### config.mk
export PLATFORM = sky130hd
export DESIGN_NAME = period_match_timer
export DESIGN_NICKNAME = d
export VERILOG_FILES = /design/src/rtl/pmt_pkg.sv /design/src/rtl/pmt_edge_sel.sv /design/src/rtl/pmt_run_sync.sv /design/src/rtl/pmt_count_core.sv /design/src/rtl/period_match_timer.sv
export SDC_FILE = /design/constraint.sdc
export NUM_CORES = 1
export LEC_CHECK = 0
export BUFFER_PORTS_ARGS = -buffer_cell sky130_fd_sc_hd__buf_2
export CAP_MARGIN = 0
export CORE_UTILIZATION = 52
export CTS_CLUSTER_DIAMETER = 30
export DETAILED_ROUTE_END_ITERATION = 10
export PLACE_DENSITY = 0.78
export RECOVER_POWER = 25
export SETUP_SLACK_MARGIN = 0.02
export SYNTH_ARGS = -nofsm -noshare
export SYNTH_HDL_FRONTEND = slang
export SYNTH_SLANG_ARGS = --single-unit
### constraint.sdc
create_clock -name clk -period 2.1 [get_ports clk]
set_input_delay 0.315 -clock clk [delete_from_list [all_inputs] [get_ports clk]]
set_output_delay 0.315 -clock clk [all_outputs]
set_load 0.1 [all_outputs]
### src/rtl/pmt_pkg.sv
package pmt_pkg;
    typedef enum logic {
        EDGE_RISE = 1'b0,
        EDGE_FALL = 1'b1
    } edge_pol_e;
endpackage

### src/rtl/pmt_edge_sel.sv
module pmt_edge_sel #(
    parameter int IN_STAGES = 2
) (
    input  logic clk,
    input  logic rst_n,
    input  logic tmr_in,
    input  logic pol_req,
    input  logic running,
    output logic edge_o,
    output logic pol_o
);
    import pmt_pkg::*;

    typedef struct packed {
        logic [IN_STAGES:0] sh;
        edge_pol_e          pol;
    } es_t;

    es_t  st_d, st_q;
    logic lvl_now, lvl_old;

    always_comb begin
        st_d    = st_q;
        st_d.sh = {st_q.sh[IN_STAGES-1:0], tmr_in};
        // edge selection frozen while the timer runs
        if (!running) st_d.pol = edge_pol_e'(pol_req);
        lvl_now = st_q.sh[IN_STAGES-1];
        lvl_old = st_q.sh[IN_STAGES];
        edge_o  = (st_q.pol == EDGE_FALL) ? (~lvl_now & lvl_old)
                                          : (lvl_now & ~lvl_old);
        pol_o   = st_q.pol;
    end

    always_ff @(posedge clk or negedge rst_n) begin
        if (!rst_n) st_q <= '0;
        else        st_q <= st_d;
    end
endmodule

### src/rtl/pmt_run_sync.sv
module pmt_run_sync #(
    parameter int EN_STAGES = 2
) (
    input  logic clk,
    input  logic rst_n,
    input  logic adv,
    input  logic run_req,
    input  logic sync_sel,
    output logic run_eff
);
    logic [EN_STAGES-1:0] en_d, en_q;

    generate
        if (EN_STAGES == 1) begin : g_single
            always_comb en_d = adv ? run_req : en_q;
        end else begin : g_chain
            always_comb en_d = adv ? {en_q[EN_STAGES-2:0], run_req} : en_q;
        end
    endgenerate

    assign run_eff = sync_sel ? en_q[EN_STAGES-1] : run_req;

    always_ff @(posedge clk or negedge rst_n) begin
        if (!rst_n) en_q <= '0;
        else        en_q <= en_d;
    end
endmodule

### src/rtl/pmt_count_core.sv
module pmt_count_core #(
    parameter int W    = 8,
    parameter int PH_W = 2
) (
    input  logic         clk,
    input  logic         rst_n,
    input  logic         tick,
    input  logic         tick_sync,
    input  logic [W-1:0] period,
    output logic [W-1:0] count,
    output logic         match,
    output logic         apply_o,
    output logic         pend_o,
    output logic         phase_full_o
);
    localparam logic [W-1:0]    CNT_ONE = 1;
    localparam logic [PH_W-1:0] PH_ONE  = 1;

    typedef struct packed {
        logic [W-1:0]    cnt;
        logic [PH_W-1:0] ph;
        logic            pend;
        logic            match;
    } st_t;

    st_t  st_d, st_q;
    logic ph_full, apply, at_top;

    always_comb begin
        st_d       = st_q;
        ph_full    = &st_q.ph;
        at_top     = (st_q.cnt == period);
        apply      = tick_sync ? ((st_q.pend | tick) & ph_full) : tick;
        st_d.ph    = st_q.ph + PH_ONE;
        st_d.pend  = tick_sync & (st_q.pend | tick) & ~ph_full;
        st_d.match = apply & at_top;
        if (apply) st_d.cnt = at_top ? '0 : st_q.cnt + CNT_ONE;
    end

    always_ff @(posedge clk or negedge rst_n) begin
        if (!rst_n) st_q <= '0;
        else        st_q <= st_d;
    end

    assign count        = st_q.cnt;
    assign match        = st_q.match;
    assign apply_o      = apply;
    assign pend_o       = st_q.pend;
    assign phase_full_o = ph_full;
endmodule

### src/rtl/period_match_timer.sv
module period_match_timer #(
    parameter int W         = 8,
    parameter int IN_STAGES = 2,
    parameter int EN_STAGES = 2,
    parameter int PH_W      = 2
) (
    input  logic         clk,
    input  logic         rst_n,
    input  logic         tmr_clk_in,
    input  logic         run_en,
    input  logic [W-1:0] period,
    input  logic         cfg_fall_edge,
    input  logic         cfg_run_sync,
    input  logic         cfg_tick_sync,
    output logic [W-1:0] count,
    output logic         match_pulse
);
    logic cnt_edge, pol_q, run_eff, tick, apply, pend, ph_full;

    pmt_edge_sel #(.IN_STAGES(IN_STAGES)) u_edge (
        .clk     (clk),
        .rst_n   (rst_n),
        .tmr_in  (tmr_clk_in),
        .pol_req (cfg_fall_edge),
        .running (run_eff),
        .edge_o  (cnt_edge),
        .pol_o   (pol_q)
    );

    pmt_run_sync #(.EN_STAGES(EN_STAGES)) u_run (
        .clk      (clk),
        .rst_n    (rst_n),
        .adv      (cnt_edge),
        .run_req  (run_en),
        .sync_sel (cfg_run_sync),
        .run_eff  (run_eff)
    );

    assign tick = cnt_edge & run_eff;

    pmt_count_core #(.W(W), .PH_W(PH_W)) u_core (
        .clk          (clk),
        .rst_n        (rst_n),
        .tick         (tick),
        .tick_sync    (cfg_tick_sync),
        .period       (period),
        .count        (count),
        .match        (match_pulse),
        .apply_o      (apply),
        .pend_o       (pend),
        .phase_full_o (ph_full)
    );
endmodule

==> results.cfg <==
[layout]
fin_nets = 135
n_antenna_cell = 0
fin_util_pct = 64.3
layout_common_cells = buf_2, dfrtp_1, xnor2_1
finalNonFillerCells = 142
mostFrequentLayoutCell = buf_2
area_growth_pct = 11.3
drive_gt1_share_pct = 30.8
design_area_mm2 = 0.00115

[placed_design]
place_inst = 137
globalplace.congestion = 0.815
placed_area_mm2 = 0.00110
numPortBuffers = 23
hpwlAfterDp_um = 1400
pre_cts_ws_ns = 0.268

[floorplanning]
die_height_um = 46.5
coreArea_mm2 = 0.00178
ios = 24
rows = 15
die_w_um = 46.5
die_area_mm2 = 0.00216
initial_utilization_pct = 57.8

[logic_synthesis]
synthDistinctLibCells = 38
syn-instance-count = 98
synth_seq_cells = 18
yosysSeqAreaShare_pct = 43.7
synth_area_per_cell_um2 = 10.5
synth_top_cell_by_area = dfrtp_1
synthesis.nets = 115
netlist_area_mm2 = 0.00103
synthTopCellsByArea = dfrtp_1, xnor2_1, buf_4, a22o_1, ha_1
synth_top_area_share_pct = 43.7
synth_warnings = 0

[sta]
fin_hold_ws_ns = 0.128
maxSlewViolCount = 0
fin_crit_ns = 1.85
hold_viol = 0
worst_pin_slew_ns = 0.965
slew_headroom_pct = 35.7
setup-violations-final = 0
final.setup_skew_ns = 0.00921
worst_slack_ns = 0.253
period_share_pct = 88.0
grt_setup_unrepaired = no
tns_ns = 0
fmax_ghz = 0.541

[global_route]
grt_max_degree = 19
busiest_layer = met2
grt_use_met1_pct = 28.4
grt.met3_usage_pct = 5.10
overflow = 0
grt_pass1_vias = 650
grtUsageTotal_pct = 19.9
grt_pass1_wl_um = 2980
grt_antenna_before_repair = 0
use_met2_pct = 28.9

[clock_network]
max-clock-path-buffers = 2
cts-root-buf = clkbuf_4
path_clk_slew_ns = 0.11
htreeDepth = 1
clock-sinks = 18
post_cts_buffers = 0
numCtsBuffers = 3
cts_tree = yes
clk-insertion-delay-late_ns = 0.29

[drt]
wl_per_cell_um = 13.1
vias = 767
drt_iter0_markers = 9
ant_nets = 0
drt_wl_total_um = 1870
drcViolationCount = 0
post_drt_via_cell_ratio = 5.40
dr.pass1.iters = 4

[power]
peakVddDrop_mv = 0.760
finalPower_mw = 1.32
power_density_mw_per_mm2 = 1150
p_leak_nw = 0.535

[run_status]
status = completed

[flow_run]
drv_cap = 0

[setup_path]
cp_max_fo = 11
reg2reg_slack_ns = 0.25
arrival_ns = 2.06
end_kind = flop
crit_type = flop to flop
required_ns = 2.31
crit_path_start_kind = flop

[min_path]
min_path_type = primary input to flop
## cells by family (layout without fill, tap and decap cells)
family	after synthesis	after routing	share of synthesized area (%)
AOI/OAI and AO/OA	21	21	16.6
adders and majority gates	2	2	2.43
and+or+nand+nor	33	33	18.2
muxes	3	3	3.04
xor gates and xnor gates	8	8	6.80
buffers and inverters	13	32	9.11
DFF	18	18	43.7
## final cells by class
class                      count  area, µm²
tap                           25       31.3
timing repair buffer          25        131
multi-input combinational     67        485
sequential                    18        450
fill                         145        637
inverter                       3       11.3
clock buffer                   4       36.3
## final timing paths
path / from / end / depth (start not counted)
max: u_edge.lvl_old / u_core.count[3] / 5
min: tmr_clk_in / u_edge.st_d[2] / 1
max reg2reg: u_edge.lvl_old / u_core.count[3] / 5
min reg2reg: u_edge.st_d[2] / u_edge.lvl_now / 0
max in group asynchronous: rst_n / u_edge.st_d[2] / 2
min in group asynchronous: rst_n / u_core.count[3] / 2
## layer usage
layer	part of all wire (%)	vias to the layer above
li1	-	379
met4	0.80	0
met1	50	362
met3	3.8	2
met5	0	-
met2	46	24
## registers in the layout, summed over array words and instances, names as in the netlist
signal / flops
u_edge.st_d: 1
u_core.count: 8
u_core.pend_o: 1
u_core.match: 1
u_run.en_q: 2
u_edge.lvl_old: 1
u_edge.lvl_now: 1
u_edge.pol_o: 1
u_core.st_q: 2
## synth_stat cells, drive strengths merged
cell and n:
a21oi 2, nor2b 2, o211ai 2, and2 1, nor2 7, nand3b 2
a211oi 3, a22o 4, or3b 1, inv 3, mux2 1, o21ai 3
or2b 2, and3 1, nor3 2, xnor2 8, a221o 1, nand4 2
ha 2, mux2i 2, o21bai 3, buf 10, dfrtp 18, a221oi 1
nand2 5, o31ai 1, or3 1, nand3 4, nand2b 1, or2 2
o311ai 1
## where the power goes
group          switching, mW  internal [mW]  total, mW
sequential             0.106          0.413      0.519
clock                  0.110          0.105      0.216
combinational          0.414          0.172      0.587
total                  0.631          0.691       1.32
## critical path, cell delays in order, from the launching register on
cell      delay, ns
dfrtp_1        0.47
or3b_1         0.41
a21oi_2        0.17
o21ai_2        0.18
or2_4          0.30
o311ai_2       0.24
## repair_timing
action                    in CTS  in global routing
hold endpoints to repair      18                  0
hold buffers                   1                  0
gates resized for setup        0                  0
No activity file was read; power rests on OpenSTA's default activity.
